==> src/rtl/pw_pkg.sv <==
`timescale 1ns/1ps
// Package: shared constants and the walk state type for the page table walker.
// Assumes a 64-bit entry and a three-level, 9-bit-per-level table layout.
package pw_pkg;
    localparam int XLEN_D   = 64;  // control word, entry and virtual address width
    localparam int VA_W_D   = 39;  // significant virtual address bits
    localparam int PA_W_D   = 56;  // physical address width
    localparam int LEVELS_D = 3;   // table levels
    localparam int VPN_W_D  = 9;   // index bits per level
    localparam int OFF_W_D  = 12;  // page offset bits
    localparam int PPN_W_D  = 44;  // physical page number bits
    localparam int PPN_LSB_D = 10; // lowest PPN bit within an entry
    localparam int ENTRY_LG = 3;   // log2 of entry size in bytes

    localparam logic [1:0] PRIV_MACHINE = 2'b11;

    typedef enum logic [2:0] {
        ST_IDLE,
        ST_READ_PTE,
        ST_WAIT_RESP,
        ST_CHECK,
        ST_DONE,
        ST_FAULT
    } walk_state_t;
endpackage

==> src/rtl/pw_vaddr_check.sv <==
`timescale 1ns/1ps
// Module: pw_vaddr_check
// Decides whether a virtual address is canonical: the bits above the
// significant range must all equal the top significant bit.
// Assumes it receives only that upper slice (top significant bit included).
module pw_vaddr_check #(
    parameter int XLEN = pw_pkg::XLEN_D,
    parameter int VA_W = pw_pkg::VA_W_D,
    localparam int EXT_W = XLEN - VA_W + 1
) (
    input  logic [EXT_W-1:0] upper_bits,
    output logic             canonical
);
    // All ones or all zeros over the sign-extension slice
    always_comb begin
        canonical = (&upper_bits) | ~(|upper_bits);
    end
endmodule

==> src/rtl/pw_pte_decode.sv <==
`timescale 1ns/1ps
// Module: pw_pte_decode
// Classifies one page table entry at a given level: bad encoding, leaf,
// misaligned superpage, and the PPN that points at the next table.
// Assumes flag bits V=0, R=1, W=2, X=3 and the PPN starting at PPN_LSB.
module pw_pte_decode #(
    parameter int XLEN    = pw_pkg::XLEN_D,
    parameter int LEVELS  = pw_pkg::LEVELS_D,
    parameter int VPN_W   = pw_pkg::VPN_W_D,
    parameter int PPN_W   = pw_pkg::PPN_W_D,
    parameter int PPN_LSB = pw_pkg::PPN_LSB_D,
    localparam int LVL_W  = $clog2(LEVELS)
) (
    input  logic [XLEN-1:0]  pte,
    input  logic [LVL_W-1:0] level,
    output logic             bad_fmt,
    output logic             leaf,
    output logic             misaligned,
    output logic             last_level,
    output logic [PPN_W-1:0] ppn
);
    localparam int FLAG_V = 0;
    localparam int FLAG_R = 1;
    localparam int FLAG_W = 2;
    localparam int FLAG_X = 3;
    localparam int TOP_USED = PPN_LSB + PPN_W;

    logic [LEVELS-1:0] mis_per_level;
    logic              unused_bits;

    // Extract the page number field
    assign ppn = pte[PPN_LSB +: PPN_W];

    // Per-level alignment test: a leaf at level L needs its low L*VPN_W PPN bits clear
    generate
        for (genvar lv = 0; lv < LEVELS; lv++) begin : g_align
            if (lv == 0) begin : g_base
                assign mis_per_level[lv] = 1'b0;
            end else begin : g_super
                assign mis_per_level[lv] = |ppn[lv*VPN_W-1:0];
            end
        end
    endgenerate

    // Flag decode and level selection
    always_comb begin
        bad_fmt    = ~pte[FLAG_V] | (pte[FLAG_W] & ~pte[FLAG_R]);
        leaf       = pte[FLAG_R] | pte[FLAG_X];
        misaligned = mis_per_level[level];
        last_level = (level == '0);
    end

    // Reserved and software bits are not inspected
    assign unused_bits = ^{pte[XLEN-1:TOP_USED], pte[PPN_LSB-1:FLAG_X+1]};
endmodule

==> src/rtl/pw_paddr_form.sv <==
`timescale 1ns/1ps
// Module: pw_paddr_form
// Builds the physical address for a leaf found at a given level: page
// number bits above the page size, virtual bits below it.
// Assumes the page size at level L is 2**(OFF_W + L*VPN_W) bytes.
module pw_paddr_form #(
    parameter int PA_W   = pw_pkg::PA_W_D,
    parameter int LEVELS = pw_pkg::LEVELS_D,
    parameter int VPN_W  = pw_pkg::VPN_W_D,
    parameter int OFF_W  = pw_pkg::OFF_W_D,
    parameter int PPN_W  = pw_pkg::PPN_W_D,
    localparam int LVL_W  = $clog2(LEVELS),
    localparam int LOW_W  = (LEVELS-1)*VPN_W + OFF_W,
    localparam int FULL_W = PPN_W + OFF_W
) (
    input  logic [PPN_W-1:0] ppn,
    input  logic [LOW_W-1:0] va_low,
    input  logic [LVL_W-1:0] level,
    output logic [PA_W-1:0]  paddr
);
    logic [FULL_W-1:0] page_base;
    logic [FULL_W-1:0] cand [LEVELS];

    assign page_base = {ppn, {OFF_W{1'b0}}};

    // One candidate per page size
    generate
        for (genvar lv = 0; lv < LEVELS; lv++) begin : g_size
            localparam int KEEP = lv*VPN_W + OFF_W;
            assign cand[lv] = {page_base[FULL_W-1:KEEP], va_low[KEEP-1:0]};
        end
    endgenerate

    // Pick the candidate for the level where the leaf was found
    always_comb begin
        paddr = PA_W'(cand[level]);
    end
endmodule

==> src/rtl/pt_walker.sv <==
`timescale 1ns/1ps
// Module: pt_walker
// Translates a virtual address by walking a multi-level page table in memory.
// It accepts one request in idle and reads one entry per level over a
// valid/ready memory port. It finishes with a one-cycle done pulse that
// carries either a physical address or a fault.
// Assumes memory returns exactly one response per accepted request, and that
// the memory port addresses 64-bit words.
module pt_walker #(
    parameter int XLEN    = pw_pkg::XLEN_D,
    parameter int VA_W    = pw_pkg::VA_W_D,
    parameter int PA_W    = pw_pkg::PA_W_D,
    parameter int LEVELS  = pw_pkg::LEVELS_D,
    parameter int VPN_W   = pw_pkg::VPN_W_D,
    parameter int OFF_W   = pw_pkg::OFF_W_D,
    parameter int PPN_W   = pw_pkg::PPN_W_D,
    parameter int PPN_LSB = pw_pkg::PPN_LSB_D
) (
    input  logic            clk,
    input  logic            rst_n,
    input  logic            req_valid,
    input  logic [XLEN-1:0] req_vaddr,
    input  logic [1:0]      req_priv,
    input  logic [XLEN-1:0] req_ctrl,
    output logic            req_ready,
    output logic            rsp_done,
    output logic            rsp_fault,
    output logic [PA_W-1:0] rsp_paddr,
    output logic            mem_req_valid,
    input  logic            mem_req_ready,
    output logic [PA_W-1:0] mem_req_addr,
    input  logic            mem_rsp_valid,
    input  logic [XLEN-1:0] mem_rsp_data
);
    import pw_pkg::*;

    localparam int LVL_W    = $clog2(LEVELS);
    localparam int EXT_W    = XLEN - VA_W + 1;
    localparam int LOW_W    = (LEVELS-1)*VPN_W + OFF_W;
    localparam int MODE_BIT = XLEN - 1;
    localparam int BYTE_W   = PPN_W + OFF_W;

    walk_state_t      state;
    logic [LVL_W-1:0] level;
    logic [PPN_W-1:0] base_ppn;
    logic [VA_W-1:0]  va_q;
    logic [XLEN-1:0]  pte_q;
    logic [PA_W-1:0]  paddr_q;

    logic             canonical;
    logic             bypass;
    logic             accept;
    logic [VPN_W-1:0] vpn_sel;
    logic [BYTE_W-1:0] byte_addr;

    logic             pte_bad;
    logic             pte_leaf;
    logic             pte_misaligned;
    logic             pte_last;
    logic [PPN_W-1:0] pte_ppn;
    logic [PA_W-1:0]  leaf_paddr;
    logic             unused_ctrl;

    // Sign-extension test on the incoming address
    pw_vaddr_check #(
        .XLEN (XLEN),
        .VA_W (VA_W)
    ) u_vcheck (
        .upper_bits (req_vaddr[XLEN-1:VA_W-1]),
        .canonical  (canonical)
    );

    // Classification of the entry held from the last read
    pw_pte_decode #(
        .XLEN    (XLEN),
        .LEVELS  (LEVELS),
        .VPN_W   (VPN_W),
        .PPN_W   (PPN_W),
        .PPN_LSB (PPN_LSB)
    ) u_decode (
        .pte        (pte_q),
        .level      (level),
        .bad_fmt    (pte_bad),
        .leaf       (pte_leaf),
        .misaligned (pte_misaligned),
        .last_level (pte_last),
        .ppn        (pte_ppn)
    );

    // Result address for a leaf at the current level
    pw_paddr_form #(
        .PA_W   (PA_W),
        .LEVELS (LEVELS),
        .VPN_W  (VPN_W),
        .OFF_W  (OFF_W),
        .PPN_W  (PPN_W)
    ) u_form (
        .ppn    (pte_ppn),
        .va_low (va_q[LOW_W-1:0]),
        .level  (level),
        .paddr  (leaf_paddr)
    );

    // Request acceptance and bypass decision
    always_comb begin
        req_ready = (state == ST_IDLE);
        accept    = req_ready & req_valid;
        bypass    = ~req_ctrl[MODE_BIT] | (req_priv == PRIV_MACHINE);
    end

    // Entry address: table base plus index times entry size, as a word index
    always_comb begin
        vpn_sel   = va_q[OFF_W + int'(level)*VPN_W +: VPN_W];
        byte_addr = {base_ppn, {OFF_W{1'b0}}}
                  + BYTE_W'({vpn_sel, {ENTRY_LG{1'b0}}});
        mem_req_addr = PA_W'(byte_addr >> ENTRY_LG);
    end

    // Port outputs decoded from the state register
    always_comb begin
        mem_req_valid = (state == ST_READ_PTE);
        rsp_done      = (state == ST_DONE) | (state == ST_FAULT);
        rsp_fault     = (state == ST_FAULT);
        rsp_paddr     = paddr_q;
    end

    // Walk sequencer: accept, read per level, classify, finish
    always_ff @(posedge clk) begin
        if (!rst_n) begin
            state    <= ST_IDLE;
            level    <= '0;
            base_ppn <= '0;
            va_q     <= '0;
            pte_q    <= '0;
            paddr_q  <= '0;
        end else begin
            case (state)
                ST_IDLE: begin
                    if (accept) begin
                        va_q <= req_vaddr[VA_W-1:0];
                        if (bypass) begin
                            paddr_q <= req_vaddr[PA_W-1:0];
                            state   <= ST_DONE;
                        end else if (!canonical) begin
                            paddr_q <= '0;
                            state   <= ST_FAULT;
                        end else begin
                            base_ppn <= req_ctrl[PPN_W-1:0];
                            level    <= LVL_W'(LEVELS-1);
                            state    <= ST_READ_PTE;
                        end
                    end
                end
                ST_READ_PTE: begin
                    if (mem_req_ready) begin
                        state <= ST_WAIT_RESP;
                    end
                end
                ST_WAIT_RESP: begin
                    if (mem_rsp_valid) begin
                        pte_q <= mem_rsp_data;
                        state <= ST_CHECK;
                    end
                end
                ST_CHECK: begin
                    if (pte_bad) begin
                        paddr_q <= '0;
                        state   <= ST_FAULT;
                    end else if (pte_leaf) begin
                        if (pte_misaligned) begin
                            paddr_q <= '0;
                            state   <= ST_FAULT;
                        end else begin
                            paddr_q <= leaf_paddr;
                            state   <= ST_DONE;
                        end
                    end else if (pte_last) begin
                        paddr_q <= '0;
                        state   <= ST_FAULT;
                    end else begin
                        base_ppn <= pte_ppn;
                        level    <= level - 1'b1;
                        state    <= ST_READ_PTE;
                    end
                end
                ST_DONE, ST_FAULT: begin
                    state <= ST_IDLE;
                end
                default: begin
                    state <= ST_IDLE;
                end
            endcase
        end
    end

    // Control word bits between the root PPN and the enable bit are ignored
    assign unused_ctrl = ^req_ctrl[MODE_BIT-1:PPN_W];
endmodule

==> config.mk <==
export PLATFORM = sky130hd
export DESIGN_NAME = pt_walker
export DESIGN_NICKNAME = d
export VERILOG_FILES = /design/src/rtl/pw_pkg.sv /design/src/rtl/pw_vaddr_check.sv /design/src/rtl/pw_pte_decode.sv /design/src/rtl/pw_paddr_form.sv /design/src/rtl/pt_walker.sv
export SDC_FILE = /design/constraint.sdc
export NUM_CORES = 1
export LEC_CHECK = 0
export BUFFER_PORTS_ARGS = -buffer_cell sky130_fd_sc_hd__buf_2
export CORE_ASPECT_RATIO = 1.25
export CORE_MARGIN = 2
export CORE_UTILIZATION = 30
export CTS_CLUSTER_SIZE = 20
export DETAILED_ROUTE_END_ITERATION = 6
export SKIP_LAST_GASP = 1
export SLEW_MARGIN = 20
export SYNTH_ARGS = -nofsm -noshare
export SYNTH_HDL_FRONTEND = slang
export SYNTH_HIERARCHICAL = 1
export SYNTH_SLANG_ARGS = --single-unit
==> constraint.sdc <==
create_clock -name clk -period 2.24 [get_ports clk]
set_clock_uncertainty 0.05 [all_clocks]
set_input_delay 0.112 -clock clk [delete_from_list [all_inputs] [get_ports clk]]
set_output_delay 0.112 -clock clk [all_outputs]
set_load 0.1 [all_outputs]
After elaboration in Yosys (flattened, before gate mapping). Cells that the tools add are included.

Output and inout port bits: 116. Input bits: 199. Bits in writable memories: 0. Memories: 0. ROM bits: 0. Latch bits: 0. Bits in registers: 198.

$add $sub $neg: 3. Equal/unequal tests: 16. Order comparisons: 2. Multiplexer cells: 37. Div/mod/pow operators: 0. Bitwise gates (word level): 12. Shift-type cells: 1. Reductions and logical operators: 12. Multipliers: 1.

Operator list (number): $mux W56 (9); $mux W44 (6); $bmux W56 S2 (1); $pmux W56 S2 (1); $pmux W44 S2 (1); $add A56 B12 Y56 (1); $shiftx A39 B8 Y9 (1); $reduce_and A26 Y1 (1); $reduce_or A26 Y1 (1); $mux W3 (8); $reduce_or A18 Y1 (1); $mux W2 (6); $pmux W3 S4 (1); $ne A2 B2 Y1 const B (5); $reduce_or A9 Y1 (1); $add A4 B6 Y7 const A (1); $reduce_and A7 Y1 (1); $eq A3 B2 Y1 const B (2); $eq A3 B3 Y1 const B (2); $mul A2 B4 Y6 const B (1); $ne A2 B1 Y1 const B (3); $or A1 B1 Y1 (5); $ne A4 B4 Y1 const B (1); $not A1 Y1 (4); 17 further kinds (20).

Depth between registers and ports, before layout. Gate-level depths: netlist of the first run.

Depth in word-level cells: 8. Mapped depth: 10.

By module. Netlist of the first run, hierarchy kept.

By module, submodules not included: pt_walker (times used 1, area an instance 8449.4 µm², cells an instance 1035, seq. area each 4164.0 µm²); pw_paddr_form (times used 1, area an instance 569.3 µm², cells an instance 77, seq. area each 0.0 µm²); pw_pte_decode (times used 1, area an instance 415.4 µm², cells an instance 60, seq. area each 0.0 µm²); pw_vaddr_check (times used 1, area an instance 120.1 µm², cells an instance 19, seq. area each 0.0 µm²).

Worst setup path before layout of the first run. Ideal clock, no wire load.

Path type: register -> output. Start point: register level[0]. End point: output mem_req_addr[0]. Setup slack: -1234 ps. Stages on the path, launching flop included: 5. Path buffers: 2. Arrival: 3312 ps. Path through: dfxtp_1 clkbuf_1 buf_1 mux2i_1 o21ai_0.

Cells in the longest elaborated chain, start to end: 4.

RTL lines: from (decl) (RTL line pt_walker.sv:44) `logic [LVL_W-1:0] level;`; from (signal assigned) (RTL line pt_walker.sv:149) `level <= LVL_W'(LEVELS-1);`; from (signal assigned) (RTL line pt_walker.sv:182) `level <= level - 1'b1;`; $mul A2 B4 Y6 (RTL line pt_walker.sv:113) `vpn_sel = va_q[OFF_W + int'(level)*VPN_W +: VPN_W];`; $add A4 B6 Y7 (RTL line pt_walker.sv:113); $shiftx A39 B8 Y9 (RTL line pt_walker.sv:113); $add A56 B12 Y56 (RTL line pt_walker.sv:115) `+ BYTE_W'({vpn_sel, {ENTRY_LG{1'b0}}});`; to (decl) (RTL line pt_walker.sv:31) `output logic [PA_W-1:0] mem_req_addr,`.

No other way between the ends.

Final worst setup path of the first run.
Start point: input req_vaddr[48]. End point: register base_ppn[18].

Cells in the longest elaborated chain, start to end: 5. Elaborated cells on any way between the ends: 6.

RTL lines: from (decl) (RTL line pt_walker.sv:22) `input logic [XLEN-1:0] req_vaddr,`; $reduce_or A26 Y1 (RTL line pw_vaddr_check.sv:16) `canonical = (&upper_bits) | ~(|upper_bits);`; $not A1 Y1 (RTL line pw_vaddr_check.sv:16); $or A1 B1 Y1 * (RTL line pw_vaddr_check.sv:16); via canonical (RTL line pt_walker.sv:50) `logic canonical;`; $ne A2 B1 Y1 (no line) *; $reduce_and A7 Y1 (no line) *; to (signal assigned) (RTL line pt_walker.sv:148) `base_ppn <= req_ctrl[PPN_W-1:0];`; to (signal assigned) (RTL line pt_walker.sv:181) `base_ppn <= pte_ppn;`; to (decl) (RTL line pt_walker.sv:45) `logic [PPN_W-1:0] base_ppn;`.

The timed path passes the listed nets; every way through them passes the cells marked *. A chain may end at the register's enable or synchronous reset.

==> metrics, run 1 <==
synthesized area 9030 sq um; Routed WL per cell 18.7 um; routability cong. 0.850; DRC 0; GRT Total Usage 20.8%; Worst Tran Pin Value 0.656 ns; global-route wire length before repair 51500 um; Port-buffer cells 276; Yosys warning total 6; clock-pin slew on the worst setup and hold paths 0.07 ns; Core Area 29800 sq um; Iteration-0 DRC Markers 740; Die X 159 um; grt total ovfl 0; die area 31500 sq um; M1 WL 15100 um; Arr. time, crit path 2.47 ns; post-route clock period utilization 97.1%; Area Growth Syn to Fin 44.1%; minimum clock period 2.18 ns; initial antenna violation count 1; critical path fanouts, max 12; Setup crit end kind register; I/O pin cnt 315; highest metal used met4; Finish-stage setup viols 0; setup slack after layout 0.0639 ns; multi-input logic area 4400 sq um; startpoint types primary input; post-route setup TNS 0 ns; worst ir drop on vdd 0.000355 V; final hold vios 0; unrepaired setup endpoints after global routing yes; Avg Cell Area, Syn 8.02 sq um; largest net degree at the start of global routing 134; TritonCTS Sinks 192; routed wl met3 1770 um; crit path kind primary input to register; fin. max-slew vios 0; DP HPWL 22900 um; clock root cell clkbuf_16; Max Cap Violations 0; pre-CTS setup slack -0.0267 ns; Reg area 3840 sq um; Die Y 198 um; number of routed nets with antenna violations 0; Routed met2 length 16900 um; hold crit path type primary input to register; final wirelength 35200 um; power density over the cells 637 nW/um^2; H-tree Lvls 4; final-layout fill cell count 2966; Via Count 9632; Req. time, crit path 2.53 ns; post-CTS setup buffers 0; vias in the first global route 9269; CTS tree yes; share of post-route cells with drive strength above 1 26.5%; 1st-pass router iterations 5; TritonCTS Buffers 17; fmax 460 MHz; num rows 71; status finished clean; Starting Density 30.3%; Syn Inst Count 1127; post-DR vias/cell 5.11; Clock Latency Late Sink 0.45 ns; P_leak 0.00518 uW; Max clock buf depth 2; Slew headroom 56.3%; Final nets 1670
[critical path, stage by stage]
cell	delay [ns]
dlygate4sd3_1	0.52
buf_2	0.14
nand4_1	0.09
or4_1	0.56
o22ai_4	0.19
and3_4	0.30
buf_12	0.18
nor3_1	0.07
a311oi_1	0.30
[layout by cell type, fill, tap and decap left out, types with 21 or more instances in the layout]
cell type	count
buf_2	267
a311oi_1	46
buf_4	39
nand2_1	277
a22oi_1	56
o211ai_1	56
o21ai_1	33
nor3_1	46
clkbuf_16	21
dlygate4sd3_1	150
a21oi_1	87
o21ai_0	28
dfxtp_1	192
and2_1	39
[stage by stage]
step | std cells | hold WS [ns] | instance area [sq um] | total power (uW) | util, %
6_report | 1886 | 0.146 | 13000 | 8300 | 43.6
5_1_grt | 1885 | 0.164 | 13000 | 8590 | 43.6
4_1_cts | 1881 | 0.120 | 12900 | 8360 | 43.1
3_5_place_dp | 1699 | 0.308 | 10800 | 5060 | 36.1
3_3_place_gp | 1699 | 0.292 | 10800 | 5050 | 36.1
2_1_floorplan | 1129 | 0.169 | 9090 | 4620 | -
[flip-flops by register name (all words and copies together), names as in the netlist]
signal,cells
base_ppn,44
va_q,39
state,3
level,2
pte_q,48
rsp_paddr,56
[final timing paths]
path                 startpoint      endpoint  slack [ns]  cells past startpoint
setup / recovery  req_vaddr[48]  base_ppn[18]        0.06                      9
hold / removal    mem_rsp_valid      state[0]        0.15                      4
setup reg to reg       pte_q[3]  base_ppn[18]        0.08                      6
hold reg to reg         va_q[8]       va_q[8]        0.40                      2
[report_power, final]
group / switching [uW] / leakage [uW] / internal [uW]
Sequential: 78.0 / 0.00156 / 3530
Combinational: 1050 / 0.00334 / 542
Clock: 1490 / 0.000288 / 1610
[layout make-up]
cell class | instances | share of cell area (%)
antenna | 1 | 0.0192
clock buffer | 18 | 3.37
clock inverter | 14 | 1.12
inverter | 7 | 0.221
multi-input combinational | 770 | 33.8
sequential | 192 | 29.5
tap | 401 | 3.86
timing repair buffer | 483 | 28.0
[metal layers]
layer	global-route usage (%)	up-vias
met5	0	-
met4	9.83	0
met3	3.18	90
met2	34.3	413
met1	26.8	4497
li1	-	4632
[timing repair]
action	4_1_cts	5_1_grt
gates resized for setup	1	10
cloned	0	4
pin swaps	0	4
hold endpoints to repair	190	0
endpoints found under the setup margin	20	59
hold buffers	150	0
Note: power is estimated with default switching activity, not from simulation.
==> run 2, diff against run 1 <==
--- a/config.mk
+++ b/config.mk
@@ -11,6 +11,8 @@
 export CORE_UTILIZATION = 30
 export CTS_CLUSTER_SIZE = 20
 export DETAILED_ROUTE_END_ITERATION = 6
+export GPL_TIMING_DRIVEN = 0
+export PLACE_DENSITY_LB_ADDON = 0.15
 export SKIP_LAST_GASP = 1
 export SLEW_MARGIN = 20
 export SYNTH_ARGS = -nofsm -noshare
==> run 2 against run 1 <==
  * Combinational power barely moved
  * Count of clock-buffer cells in the layout did not move
  * Flip-flop and latch count did not move
  * Critical endpoint is now rsp_paddr[2]
  * Largest cell class unchanged
==> metrics, run 2 (synthesis gave the netlist of run 1 again) <==
setup slack after layout 0.0369 ns; largest net degree at the start of global routing 17; routability cong. 0.864; final hold vios 0; Clock Latency Late Sink 0.44 ns; Via Count 9782; initial antenna violation count 1; post-route clock period utilization 98.4%; Setup crit end kind register; final wirelength 36300 um; P_leak 0.00552 uW; vias in the first global route 9807; Req. time, crit path 2.56 ns; startpoint types register; critical path fanouts, max 5; 1st-pass router iterations 7; R2R Path End rsp_paddr[2]; num rows 71; CTS tree yes; M1 GR Usage 27.9%; Port-buffer cells 276; fin. max-slew vios 0; Final nets 1782; minimum clock period 2.20 ns; H-tree Lvls 4; worst r2r path cells 10; most common cell after layout, fill and taps aside buf_2; Worst setup startpoint pte_q[17]; Die X 159 um; Worst Tran Pin Value 0.886 ns; worst ir drop on vdd 0.000339 V; unrepaired setup endpoints after global routing yes; clock root cell clkbuf_16; number of routed nets with antenna violations 0; Iteration-0 DRC Markers 528; Core Area 29800 sq um; Area Growth Syn to Fin 49.5%; TritonCTS Sinks 192; most frequent cells in the layout buf_2, nand2_1, dfxtp_1; post-DR vias/cell 4.90; global-route wire length before repair 54600 um; DRC 0; Max Cap Violations 0; Pwr Total 8380 uW; power density over the cells 621 nW/um^2; Top Usage Layer GRT met2; Max clock buf depth 2; Die Y 198 um; max reg flops 56; reg2reg start pte_q[17]; status finished clean; setup slack, reg-to-reg 0.04 ns; Arr. time, crit path 2.52 ns; worst setup path end rsp_paddr[2]; share of post-route cells with drive strength above 1 29.8%; TritonCTS Buffers 17; pre-CTS setup slack -0.653 ns; GRT Total Usage 22.5%; Starting Density 30.3%; die area 31500 sq um; grt total ovfl 0; met2 global-route usage 39.6%; Routed WL per cell 18.2 um; I/O pin cnt 315; hold crit path type primary input to register; Slew headroom 40.9%; crit path kind register to register; clock-pin slew on the worst setup and hold paths 0.07 ns; fmax 454 MHz; met3 Use GR 2.89%; DP HPWL 27200 um; Finish-stage setup viols 0
run 2: worst max-delay path, stage by stage, from the launching register on:
cell and delay [ns]:
dfxtp_2 0.32, nor4_2 0.27, nand3_1 0.16, o21ai_2 0.17
o21ai_2 0.09, nor3b_4 0.29, and2_4 0.25, buf_12 0.14
buf_4 0.16, a22oi_1 0.08, o21ai_0 0.15
run 2: report_power, final:
| part | leakage, uW | internal (uW) | switching, uW |
|---|---|---|---|
| combinational | 0.00367 | 536 | 1070 |
| clock | 0.000283 | 1760 | 1410 |
| sequential | 0.00156 | 3530 | 80.2 |
run 2: final cells by class:
cell class / count / area [sq um]
diodes: 1 / 2.50
inverters: 7 / 26.3
plain buffers: 159 / 1010
fillers: 3111 / 16300
clock buffers: 18 / 429
well taps: 401 / 502
clock inverters: 13 / 163
flip-flops and latches: 192 / 3850
multi-input cells: 770 / 4470
repair buffers: 436 / 3050
run 2: through the flow:
stage | hold slack [ns] | TNS (ns) | std cells | cell area [sq um] | util, %
2_1_floorplan | 0.169 | -49.00 | 1129 | 9090 | -
6_report | 0.140 | 0 | 1997 | 13500 | 45.2
4_1_cts | 0.113 | -0.411 | 1989 | 13200 | 44.2
3_5_place_dp | 0.303 | -49.96 | 1806 | 11000 | 36.8
3_3_place_gp | 0.311 | -50.71 | 1806 | 11000 | 36.8
5_1_grt | 0.136 | -0.614 | 1997 | 13500 | 45.2
run 2: worst min-delay path by stage:
| stage | from | end | cells after the start |
|---|---|---|---|
| after floorplan | req_valid | level[0] | 1 |
| after global placement | mem_req_ready | state[0] | 2 |
| after detailed placement | mem_req_ready | state[0] | 2 |
| after CTS | mem_rsp_valid | state[0] | 4 |
| after global routing | mem_rsp_valid | state[0] | 4 |
| final | mem_rsp_valid | state[0] | 4 |
run 2: timing repair:
action                                  4_1_cts  5_1_grt
pin swaps                                     3       22
endpoints found under the setup margin      146      149
gates cloned                                  0        4
gates resized for setup                      47       83
setup buffers                                 1        4
hold buffers                                151        0
endpoints found under the hold margin       189        0
run 2: routing by layer:
metal / share of wire (%) / up-vias / wire (um)
met2: 49 / 299 / 17800
met1: 44 / 4581 / 15800
li1: - / 4852 / -
met5: 0 / - / 0
met4: 3.3 / 0 / 1210
met3: 4.0 / 50 / 1470
